File: src/rtl/ctt_pkg.sv
// Shared constants for the per-core tick timer: register offsets,
// control bit positions and acknowledge bit positions.
// Assumes a byte-addressed window with word-aligned registers.
package ctt_pkg;
    localparam int BUS_W  = 32;
    localparam int ADDR_W = 8;
    localparam int ACK_W  = 4;

    // Register offsets within the window
    localparam logic [ADDR_W-1:0] OFS_PRE  = 8'h00;
    localparam logic [ADDR_W-1:0] OFS_RLD  = 8'h08;
    localparam logic [ADDR_W-1:0] OFS_CTL  = 8'h20;
    localparam logic [ADDR_W-1:0] OFS_STS  = 8'h30;
    localparam logic [ADDR_W-1:0] OFS_ENA  = 8'h34;
    localparam logic [ADDR_W-1:0] OFS_ACK  = 8'h40;

    // Control register bits
    localparam int CTL_RUN = 0;
    localparam int CTL_INT = 1;
    localparam int CTL_IVL = 2;
    localparam int CTL_W   = 3;

    // Acknowledge register bits
    localparam int ACK_PRE = 0;
    localparam int ACK_RLD = 1;
    localparam int ACK_CTL = 3;

    // Reload-request flag in a reload buffer write
    localparam int LOAD_BIT = 31;

    typedef struct packed {
        logic interval;
        logic int_run;
        logic run;
    } ctl_t;
endpackage

File: src/rtl/ctt_prescaler.sv
// First-stage divider. Counts clocks while run is high and emits a one-clock
// step when the count reaches or passes the limit, then restarts at zero.
// Assumes limit may change at any time; a count already past a lowered limit
// steps on the next clock. Held at zero while run is low.
module ctt_prescaler #(
    parameter int PRE_W = 32
) (
    input  logic             clk,
    input  logic             rst_n,
    input  logic             run,
    input  logic [PRE_W-1:0] limit,
    output logic             step
);
    logic [PRE_W-1:0] count;

    // Step when the count has reached the programmed limit
    always_comb step = run && (count >= limit);

    // Advance, wrap on step, or hold at zero when stopped
    always_ff @(posedge clk) begin
        if (!rst_n)        count <= '0;
        else if (!run)     count <= '0;
        else if (step)     count <= '0;
        else               count <= count + 1'b1;
    end

    // after a step the count restarts from zero
    assert_step_wraps_R2: assert property (@(posedge clk) disable iff (!rst_n)
        step |=> (count == '0));

    // without a step a running count advances by exactly one
    assert_count_advances_R2: assert property (@(posedge clk) disable iff (!rst_n)
        (run && !step) |=> (count == $past(count) + 1'b1));
endmodule

File: src/rtl/ctt_intcnt.sv
// Second-stage interrupt counter. Steps down on each prescaler step while both
// start bits are set, signals expiry when a step meets a count of one or zero,
// and then reloads (interval mode) or parks at zero until rearmed (one-shot).
// Assumes load requests carry the value to load; they override everything else.
module ctt_intcnt #(
    parameter int CNT_W = 31
) (
    input  logic             clk,
    input  logic             rst_n,
    input  logic             run,
    input  logic             int_run,
    input  logic             interval,
    input  logic             step,
    input  logic             load_req,
    input  logic [CNT_W-1:0] load_val,
    input  logic [CNT_W-1:0] reload_val,
    output logic             expire
);
    localparam logic [CNT_W-1:0] ONE = CNT_W'(1);

    logic [CNT_W-1:0] count;
    logic             spent;
    logic             active_step;

    // A step that may move the counter this clock
    always_comb active_step = run && int_run && step && !spent && !load_req;

    // Expiry when the last step lands on a count of one or below
    always_comb expire = active_step && (count <= ONE);

    // Next count: load, park at reload while stopped, reload/park on expiry, decrement
    always_ff @(posedge clk) begin
        if (!rst_n)            count <= '0;
        else if (load_req)     count <= load_val;
        else if (!run)         count <= reload_val;
        else if (expire)       count <= interval ? reload_val : '0;
        else if (active_step)  count <= count - ONE;
    end

    // One-shot latch: set on a non-interval expiry, rearmed by stop or load
    always_ff @(posedge clk) begin
        if (!rst_n)                    spent <= 1'b0;
        else if (load_req || !run)     spent <= 1'b0;
        else if (expire && !interval)  spent <= 1'b1;
    end

    // a one-shot expiry leaves the counter parked
    assert_oneshot_parks_R6: assert property (@(posedge clk) disable iff (!rst_n)
        (expire && !interval) |=> (spent && count == '0));

    // once parked no further expiry until rearmed
    assert_oneshot_silent_R6: assert property (@(posedge clk) disable iff (!rst_n)
        (spent && run && !load_req) |-> !expire);

    // interval expiry reloads from the buffer
    assert_interval_reload_R5: assert property (@(posedge clk) disable iff (!rst_n)
        (expire && interval) |=> (count == $past(reload_val)));

    // a stopped timer sits at the reload value
    assert_stopped_holds_R8: assert property (@(posedge clk) disable iff (!rst_n)
        (!run && !load_req) |=> (count == $past(reload_val)));

    // interrupt start low freezes the counter
    assert_int_hold_R7: assert property (@(posedge clk) disable iff (!rst_n)
        (run && !int_run && !load_req) |=> (count == $past(count)));
endmodule

File: src/rtl/ctt_regs.sv
// Register window of the tick timer: prescaler limit, reload buffer, control,
// sticky status, enable and sticky write acknowledges, plus combinational
// read-back. Assumes single-clock write strobes at exact word offsets.
module ctt_regs
    import ctt_pkg::*;
#(
    parameter int PRE_W = 32,
    parameter int CNT_W = 31
) (
    input  logic              clk,
    input  logic              rst_n,
    input  logic              bus_wr,
    input  logic [ADDR_W-1:0] bus_addr,
    input  logic [BUS_W-1:0]  bus_wdata,
    output logic [BUS_W-1:0]  bus_rdata,
    input  logic              expire,
    output logic [PRE_W-1:0]  pre_limit,
    output logic [CNT_W-1:0]  reload_val,
    output logic              load_req,
    output logic [CNT_W-1:0]  load_val,
    output ctl_t              ctl,
    output logic              irq
);
    localparam int PRE_PAD = BUS_W - PRE_W;
    localparam int CNT_PAD = BUS_W - CNT_W;

    logic             sel_pre, sel_rld, sel_ctl, sel_sts, sel_ena, sel_ack;
    logic             status;
    logic             enable;
    logic [ACK_W-1:0] ack;
    logic [ACK_W-1:0] ack_set;

    // Write decode per register
    always_comb begin
        sel_pre = bus_wr && (bus_addr == OFS_PRE);
        sel_rld = bus_wr && (bus_addr == OFS_RLD);
        sel_ctl = bus_wr && (bus_addr == OFS_CTL);
        sel_sts = bus_wr && (bus_addr == OFS_STS);
        sel_ena = bus_wr && (bus_addr == OFS_ENA);
        sel_ack = bus_wr && (bus_addr == OFS_ACK);
    end

    // Reload request only when the flag bit accompanies the write
    always_comb begin
        load_req = sel_rld && bus_wdata[LOAD_BIT];
        load_val = bus_wdata[CNT_W-1:0];
    end

    // Prescaler limit register
    always_ff @(posedge clk) begin
        if (!rst_n)       pre_limit <= '0;
        else if (sel_pre) pre_limit <= bus_wdata[PRE_W-1:0];
    end

    // Reload buffer, updated only on a flagged write
    always_ff @(posedge clk) begin
        if (!rst_n)        reload_val <= '0;
        else if (load_req) reload_val <= load_val;
    end

    // Control register
    always_ff @(posedge clk) begin
        if (!rst_n)       ctl <= '0;
        else if (sel_ctl) ctl <= ctl_t'(bus_wdata[CTL_W-1:0]);
    end

    // Sticky status: expiry sets, write-one clears, set wins
    always_ff @(posedge clk) begin
        if (!rst_n)                      status <= 1'b0;
        else if (expire)                 status <= 1'b1;
        else if (sel_sts && bus_wdata[0]) status <= 1'b0;
    end

    // Interrupt enable
    always_ff @(posedge clk) begin
        if (!rst_n)       enable <= 1'b0;
        else if (sel_ena) enable <= bus_wdata[0];
    end

    // Which acknowledge bits a write raises this clock
    always_comb begin
        ack_set          = '0;
        ack_set[ACK_PRE] = sel_pre;
        ack_set[ACK_RLD] = sel_rld;
        ack_set[ACK_CTL] = sel_ctl;
    end

    // One sticky flag per acknowledge bit, cleared by write-one
    for (genvar i = 0; i < ACK_W; i++) begin : g_ack
        always_ff @(posedge clk) begin
            if (!rst_n)                       ack[i] <= 1'b0;
            else if (ack_set[i])              ack[i] <= 1'b1;
            else if (sel_ack && bus_wdata[i]) ack[i] <= 1'b0;
        end
    end

    // Combinational read-back by offset
    always_comb begin
        case (bus_addr)
            OFS_PRE: bus_rdata = {{PRE_PAD{1'b0}}, pre_limit};
            OFS_RLD: bus_rdata = {{CNT_PAD{1'b0}}, reload_val};
            OFS_CTL: bus_rdata = {{(BUS_W-CTL_W){1'b0}}, ctl};
            OFS_STS: bus_rdata = {{(BUS_W-1){1'b0}}, status};
            OFS_ENA: bus_rdata = {{(BUS_W-1){1'b0}}, enable};
            OFS_ACK: bus_rdata = {{(BUS_W-ACK_W){1'b0}}, ack};
            default: bus_rdata = '0;
        endcase
    end

    // Interrupt output gated by enable
    always_comb irq = status && enable;

    // an expiry latches the status bit
    assert_expiry_sets_R4: assert property (@(posedge clk) disable iff (!rst_n)
        expire |=> status);

    // write-one clears status when no expiry competes
    assert_status_w1c_R9: assert property (@(posedge clk) disable iff (!rst_n)
        (sel_sts && bus_wdata[0] && !expire) |=> !status);

    // a control write raises its acknowledge bit
    assert_ctl_ack_R11: assert property (@(posedge clk) disable iff (!rst_n)
        sel_ctl |=> ack[ACK_CTL]);

    // an unflagged reload write leaves the buffer alone
    assert_rld_unflagged_R3: assert property (@(posedge clk) disable iff (!rst_n)
        (sel_rld && !bus_wdata[LOAD_BIT]) |=> $stable(reload_val));

    // no interrupt without enable
    assert_irq_gated_R10: assert property (@(posedge clk) disable iff (!rst_n)
        !enable |-> !irq);
endmodule

File: src/rtl/core_tick_timer.sv
// Top of one per-core tick timer: register window, prescaler and interrupt
// counter. Assumes one instance per 256-byte window and that reset is held
// low for at least one clock at power-up.
module core_tick_timer
    import ctt_pkg::*;
#(
    parameter int PRE_W = 32,
    parameter int CNT_W = 31
) (
    input  logic              clk,
    input  logic              rst_n,
    input  logic              bus_wr,
    input  logic [ADDR_W-1:0] bus_addr,
    input  logic [BUS_W-1:0]  bus_wdata,
    output logic [BUS_W-1:0]  bus_rdata,
    output logic              irq
);
    logic [PRE_W-1:0] pre_limit;
    logic [CNT_W-1:0] reload_val;
    logic [CNT_W-1:0] load_val;
    logic             load_req;
    logic             step;
    logic             expire;
    ctl_t             ctl;

    ctt_regs #(.PRE_W(PRE_W), .CNT_W(CNT_W)) u_regs (
        .clk        (clk),
        .rst_n      (rst_n),
        .bus_wr     (bus_wr),
        .bus_addr   (bus_addr),
        .bus_wdata  (bus_wdata),
        .bus_rdata  (bus_rdata),
        .expire     (expire),
        .pre_limit  (pre_limit),
        .reload_val (reload_val),
        .load_req   (load_req),
        .load_val   (load_val),
        .ctl        (ctl),
        .irq        (irq)
    );

    ctt_prescaler #(.PRE_W(PRE_W)) u_pre (
        .clk   (clk),
        .rst_n (rst_n),
        .run   (ctl.run),
        .limit (pre_limit),
        .step  (step)
    );

    ctt_intcnt #(.CNT_W(CNT_W)) u_cnt (
        .clk        (clk),
        .rst_n      (rst_n),
        .run        (ctl.run),
        .int_run    (ctl.int_run),
        .interval   (ctl.interval),
        .step       (step),
        .load_req   (load_req),
        .load_val   (load_val),
        .reload_val (reload_val),
        .expire     (expire)
    );

    // no expiry can occur with interrupt start low
    assert_no_expiry_idle_R7: assert property (@(posedge clk) disable iff (!rst_n)
        !ctl.int_run |-> !expire);
endmodule

File: config.mk
export PLATFORM = sky130hd
export DESIGN_NAME = core_tick_timer
export DESIGN_NICKNAME = d
export VERILOG_FILES = /design/src/rtl/ctt_pkg.sv /design/src/rtl/ctt_prescaler.sv /design/src/rtl/ctt_intcnt.sv /design/src/rtl/ctt_regs.sv /design/src/rtl/core_tick_timer.sv
export SDC_FILE = /design/constraint.sdc
export NUM_CORES = 1
export LEC_CHECK = 0
export ABC_AREA = 1
export BUFFER_PORTS_ARGS = -buffer_cell sky130_fd_sc_hd__buf_2
export CAP_MARGIN = 20
export CORE_MARGIN = 2
export CORE_UTILIZATION = 25
export CTS_BUF_LIST = sky130_fd_sc_hd__clkbuf_4
export CTS_CLUSTER_SIZE = 40
export DETAILED_ROUTE_END_ITERATION = 12
export GPL_ROUTABILITY_DRIVEN = 1
export SLEW_MARGIN = 20
export SYNTH_ARGS = -nofsm -noshare
export SYNTH_HDL_FRONTEND = slang
export SYNTH_SLANG_ARGS = --single-unit
File: constraint.sdc
create_clock -name clk -period 3 [get_ports clk]
set_input_delay 0.3 -clock clk [delete_from_list [all_inputs] [get_ports clk]]
set_output_delay 0.3 -clock clk [all_outputs]
set_load 0.01 [all_outputs]
==> flow_metrics.tcl, run 1 <==
set metrics [dict create \
    outcome "finished clean" \
    layout-drive-gt1-share 0.1153 \
    slowest_delay_ns 0.51 \
    mostFrequentLayoutCells "304 x nand2_1, 151 x a21oi_1, 135 x dfxtp_1" \
    power_mw 3.252 \
    critical_path.cell_chain "ha_1 -> nand2_1 -> inv_1 -> nand2_1 -> nand2_1 -> nand2_1 -> a21oi_1 -> nor2_1 -> nand2_1 -> nand2_1 -> buf_4 -> nand2_1 -> buf_4 -> o21ai_0 -> a21oi_1" \
    antenna_found_initial 1 \
    hold_slack_ns 0.03601 \
    nets 1357 \
    fillerInstances 3539 \
    worstMarginPinSlew_ns 0.9543 \
    drc_errors 0 \
    ctsHoldBuffers 7 \
    dr_total_vias 8178 \
    synth_area_per_cell_sq_um 6.619 \
    final_util 0.2906 \
    drv_cap 0 \
    clockBufferDepth 2 \
    dp_hpwl_microns 18370 \
    drt_first_pass_iters 6 \
    fin_crit_sh 0.8741 \
    path_delay_family "simple AND/OR/NAND/NOR gates" \
    synth_warnings 0 \
    die_x_microns 184.0 \
    mostFrequentLayoutCell "nand2_1" \
    grt_start_max_net_pins 64 \
    multi_input_comb_area_sq_um 4666 \
    core_area_sq_um 31720 \
    p_leak_nw 3.749 \
    hold_viol_final 0 \
    grt_pass1_wl_microns 40220 \
    path_clk_slew_ns 0.12 \
    num_io_pins 76 \
    routed_wl_microns 24520 \
    ys_types 38 \
    grt_pass1_vias 7953 \
    dpl.cell_count 1655 \
    clkLatencyLatePin_ns 0.55 \
    track_usage 0.1469 \
    yosysTopAreaCell "dfxtp_1" \
    initial_utilization 0.2554 \
    ff_latch_area_sq_um 2703 \
    crit_buf_inv 3 \
    crit_path_top_delay_cell "dfxtp_1" \
    cp_common_cell "nand2_1" \
    synthCells 1224 \
    setup-tns-final_ns 0 \
    arrival_ns 3.05 \
    synth-seq-cells 135 \
    end_kind "flop" \
    crit_start "u_pre.count[18]" \
    postCtsSetupBuffers 0 \
    irDropWorstVdd_uv 194.7 \
    cts.sinks 135 \
    crit_path_max_fanout 17 \
    skew_ns 0.02427 \
    fin_crit_ns 2.622 \
    max_freq_mhz 381.3 \
    yosysTopAreaCellShare 0.3336 \
    die_h_microns 184.0 \
    worstSetupStartpointType "flop" \
    min_from "bus_wdata[15]" \
    setup-violations-final 0 \
    relSlewSlack 0.3631 \
    synthTopCellsByArea "dfxtp_1 33%, nand2_1 14%, a21oi_1 9.3%" \
    dieArea_sq_um 33860 \
    worstHoldPathType "in -> reg" \
    ant_nets 0 \
    fin_cells 1695 \
    rows 65 \
    wl_per_cell_microns 14.46 \
    maxSlewViolCount 0 \
    rr_startpoint "u_pre.count[18]" \
    cts.repair.resized 0 \
    viasPerCell 4.825 \
    overflow 0 \
    cts_buffers 17 \
    seq_area_frac_synth 0.3336 \
    critPathKind "reg -> reg" \
    gp_congestion 0.8955 \
    power_density_nw_per_um2 352.9 \
    synth_nets 1302 \
    root_buffer "clkbuf_4" \
    port_buffers 75 \
    critPathRequiredTime_ns 3.43 \
    cts_tree "yes" \
    cts_max_level 4 \
    syn_area_sq_um 8102 \
    rsz0062_at_grt "no" \
    syn2layout_area_growth_pct 13.76 \
    drt_iter0_drc 600 \
]
==> worst register-to-register path, stage by stage (launching register included) <==
cell and delay, ns:
dfxtp_1 0.51, ha_1 0.30, nand2_1 0.07, inv_1 0.05, nand2_1 0.06, nand2_1 0.04
nand2_1 0.07, a21oi_1 0.08, nor2_1 0.18, nand2_1 0.20, nand2_1 0.13, buf_4 0.25
nand2_1 0.10, buf_4 0.24, o21ai_0 0.19, a21oi_1 0.06
==> path summary, 6_finish.rpt <==
path | to | slack (ns) | cells past startpoint
max | u_cnt.count[6] | 0.38 | 15
min | u_regs.reload_val[15] | 0.04 | 3
max reg2reg | u_cnt.count[6] | 0.38 | 15
min reg2reg | u_pre.count[0] | 0.47 | 1
==> final cells by class <==
type / instances / area share
Clock buffer: 18 / 0.01466
Clock inverter: 14 / 0.01697
Timing Repair Buffer: 100 / 0.06435
Inverter: 122 / 0.04969
Sequential cell: 135 / 0.2932
Multi-Input combinational cell: 903 / 0.5062
Tap cell: 402 / 0.05458
Antenna cell: 1 / 0.0002715
==> power breakdown <==
part | total [mW] | switching [mW] | internal [mW]
logic | 0.171 | 0.112 | 0.0585
registers | 1.80 | 0.00163 | 1.79
clock network | 1.29 | 0.709 | 0.576
total | 3.25 | 0.823 | 2.43
==> logic make-up after synthesis <==
group           count (synthesis)  share of synthesized area
buf+inv                       186                    0.09081
fa+ha+maj                      35                    0.05405
simple gates                  533                     0.2888
compound gates                289                     0.1830
flops                         135                     0.3336
xor+xnor                       46                    0.04973
==> stage by stage <==
stage	setup WS (ns)	cell area, sq um
2_1_floorplan	1.047	8102
3_3_place_gp	0.4912	8852
3_5_place_dp	0.4636	8852
4_1_cts	0.4159	9214
5_1_grt	0.1190	9216
6_report	0.3776	9216
==> synthesized netlist by cell type (all sizes together) <==
cell type,count
or2,6
dfxtp,135
xor2,33
nor2,102
a21o,2
o21ai,128
o21a,3
buf,15
a21oi,152
inv,122
nand4,47
nor3,21
o2111ai,1
nor4,6
nand3,40
clkbuf,49
o211ai,1
o221ai,1
o31ai,1
nand2,306
xnor2,13
nor3b,5
ha,35
==> sequential cells by signal, indices dropped and copies added (netlist names), 3 cells and up <==
| name | flops |
|---|---|
| u_regs.pre_limit | 32 |
| u_regs.reload_val | 31 |
| u_regs.ctl | 3 |
| u_cnt.count | 31 |
| u_pre.count | 32 |
| u_regs.ack | 3 |
==> per-layer routing <==
layer / track usage / wire (microns) / vias up
met2: 0.2558 / 12040 / 186
met4: 0.04992 / 521 / 0
met3: 0.02001 / 846 / 32
met5: 0 / 0 / -
li1: - / - / 4149
met1: 0.1857 / 11110 / 3811
Note: power is estimated with default switching activity, not from simulation.
==> run 2: changes to the inputs <==
--- a/config.mk
+++ b/config.mk
@@ -9,4 +9,5 @@
 export BUFFER_PORTS_ARGS = -buffer_cell sky130_fd_sc_hd__buf_2
 export CAP_MARGIN = 20
+export CORE_ASPECT_RATIO = 0.6
 export CORE_MARGIN = 2
 export CORE_UTILIZATION = 25
==> constraint.sdc (replaced) <==
create_clock -name clk -period 2.81 [get_ports clk]
set_input_delay 0.281 -clock clk [delete_from_list [all_inputs] [get_ports clk]]
set_output_delay 0.281 -clock clk [all_outputs]
set_load 0.05 [all_outputs]
==> run 2 against run 1 <==
Net effect:
- setup slack got worse by 0.14 ns
- critical endpoint is now u_cnt.count[7]
- die area increased by 0.14%
- final area rose by 3.7%
- cell count grew 3.2%
- total power up 9.5%
- routed wire length grew 8.2%
- register-to-register slack worse by 0.14 ns
- critical path depth down 2
- sequential power rose by 7%
- global-route usage is 1.1 points higher
==> flow_metrics.tcl, run 2 (synthesis gave the netlist of run 1 again) <==
set metrics [dict create \
    p_leak_nw 3.890 \
    overflow 0 \
    min_from "bus_addr[2]" \
    arrival_ns 3.10 \
    p_sw_frac 0.2651 \
    mostFrequentLayoutCells "304 x nand2_1, 151 x a21oi_1, 135 x dfxtp_1" \
    critical_path.cell_chain "inv_1 -> ha_1 -> a21oi_1 -> o21ai_0 -> nand2_1 -> nand2_1 -> nor2_1 -> nand2_1 -> nand2_1 -> nand2_1 -> buf_4 -> o21ai_0 -> a21oi_1" \
    power_mw 3.562 \
    clkPwrFrac 0.402 \
    worstMarginPinSlew_ns 0.8554 \
    grt_start_max_net_pins 59 \
    rows 51 \
    root_buffer "clkbuf_4" \
    cts_buffers 17 \
    core_area_sq_um 32160 \
    layout-drive-gt1-share 0.1162 \
    syn2layout_area_growth_pct 18.01 \
    dieArea_sq_um 33910 \
    dr_total_vias 8421 \
    setup-tns-final_ns 0 \
    fin_crit_ns 2.577 \
    critPathRequiredTime_ns 3.33 \
    crit_start "u_regs.pre_limit[25]" \
    num_io_pins 76 \
    drt_iter0_drc 758 \
    crit_path_top_delay_cell "o21ai_0" \
    path_delay_family "simple AND/OR/NAND/NOR gates" \
    worstHoldPathType "in -> reg" \
    setup-violations-final 0 \
    slowest_delay_ns 0.38 \
    antenna_found_initial 1 \
    largestRegisters "u_pre.count (32), u_regs.pre_limit (32)" \
    hold_viol_final 0 \
    viasPerCell 4.812 \
    crit_buf_inv 2 \
    hold_slack_ns 0.1303 \
    power.switching_mw 0.9441 \
    drv_cap 0 \
    die_x_microns 236.4 \
    initial_utilization 0.2519 \
    track_usage 0.1575 \
    maxSlewViolCount 0 \
    seqPwrFrac 0.538 \
    mostFrequentLayoutCell "nand2_1" \
    skew_ns 0.02657 \
    path_clk_slew_ns 0.13 \
    clockBufferDepth 2 \
    rsz0062_at_grt "no" \
    port_buffers 75 \
    cp_common_cell "nand2_1" \
    grt_pass1_wl_microns 41850 \
    combPwrFrac 0.060 \
    worstSetupStartpointType "flop" \
    cts_tree "yes" \
    clkLatencyLatePin_ns 0.60 \
    ant_nets 0 \
    power_density_nw_per_um2 372.6 \
    rr_startpoint "u_regs.pre_limit[25]" \
    nets 1390 \
    drc_errors 0 \
    ff2ff_setup_slack_ns 0.23 \
    fin_area_sq_um 9560 \
    max_freq_mhz 388.0 \
    cts.sinks 135 \
    irDropWorstVdd_uv 233.4 \
    wl_per_cell_microns 15.16 \
    critPathKind "reg -> reg" \
    crit_path_max_fanout 8 \
    grt_pass1_vias 7610 \
    postCtsSetupBuffers 0 \
    end_kind "flop" \
    final_util 0.2973 \
    fin_crit_sh 0.9171 \
    die_h_microns 143.4 \
    p_int_mw 2.618 \
    dp_hpwl_microns 19630 \
    drt_first_pass_iters 5 \
    postPlaceCellArea_sq_um 8925 \
    routed_wl_microns 26530 \
    outcome "finished clean" \
    relSlewSlack 0.4291 \
    cts_max_level 4 \
    gp_congestion 0.8882 \
]
## run 2: cell count changes in the layout (fill, tap and decap cells not counted), sizes merged
| cell | before | now |
|---|---|---|
| buf | 93 | 99 |
| clkinvlp | 4 | 5 |
| dlygate4sd3 | 7 | 34 |
| clkinv | 6 | 5 |
## run 2: worst register-to-register path: stages, from the launching register on
cell and delay (ns):
dfxtp_1 0.33, inv_1 0.06, ha_1 0.37, a21oi_1 0.10, o21ai_0 0.38, nand2_1 0.10, nand2_1 0.08, nor2_1 0.06
nand2_1 0.18, nand2_1 0.10, nand2_1 0.28, buf_4 0.22, o21ai_0 0.09, a21oi_1 0.17
## run 2: what timing repair did
item / CTS / global route
endpoints found under the setup margin: 0 / 0
resized for setup: 0 / 0
endpoints found under the hold margin: 65 / 0
hold buffers: 34 / 0
## run 2: per-layer routing
| layer | track usage | part of all wire | vias to the layer above |
|---|---|---|---|
| met3 | 0.02804 | 0.071 | 23 |
| met2 | 0.2127 | 0.38 | 309 |
| met5 | 0 | 0 | - |
| li1 | - | - | 4215 |
| met4 | 0.04164 | 0.014 | 0 |
| met1 | 0.2481 | 0.53 | 3874 |
## run 2: worst paths after layout
kind                                  endpoint  depth (start not counted)
worst min-delay path             u_regs.enable                          4
worst max-delay path            u_cnt.count[7]                         13
worst max register to register  u_cnt.count[7]                         13
worst min register to register   u_regs.ack[0]                          2
## run 2: power by group through the flow
stage,logic (mW),clock network (mW),registers (mW)
2_1_floorplan,0.0944,0,1.96
6_report,0.213,1.43,1.92
5_1_grt,0.233,1.53,1.92
3_5_place_dp,0.173,0,1.96
4_1_cts,0.210,1.46,1.92
3_3_place_gp,0.173,0,1.96
## run 2: cell type report
cell class | count | area, sq um
clock inverter | 14 | 157.7
clock buffer | 18 | 135.1
timing repair buffer | 133 | 908.4
inverter | 122 | 457.9
fill | 3593 | 22600
tap | 424 | 530.5
sequential | 135 | 2703
multi-input combinational | 903 | 4666
antenna | 1 | 2.502
## run 2: per-stage QoR
stage / setup slack (ns) / instances
3_5_place_dp: 0.2658 / 1683
6_report: 0.2329 / 1750
5_1_grt: 0.07813 / 1750
2_1_floorplan: 0.3686 / 1224
3_3_place_gp: 0.2742 / 1683
4_1_cts: 0.2924 / 1749
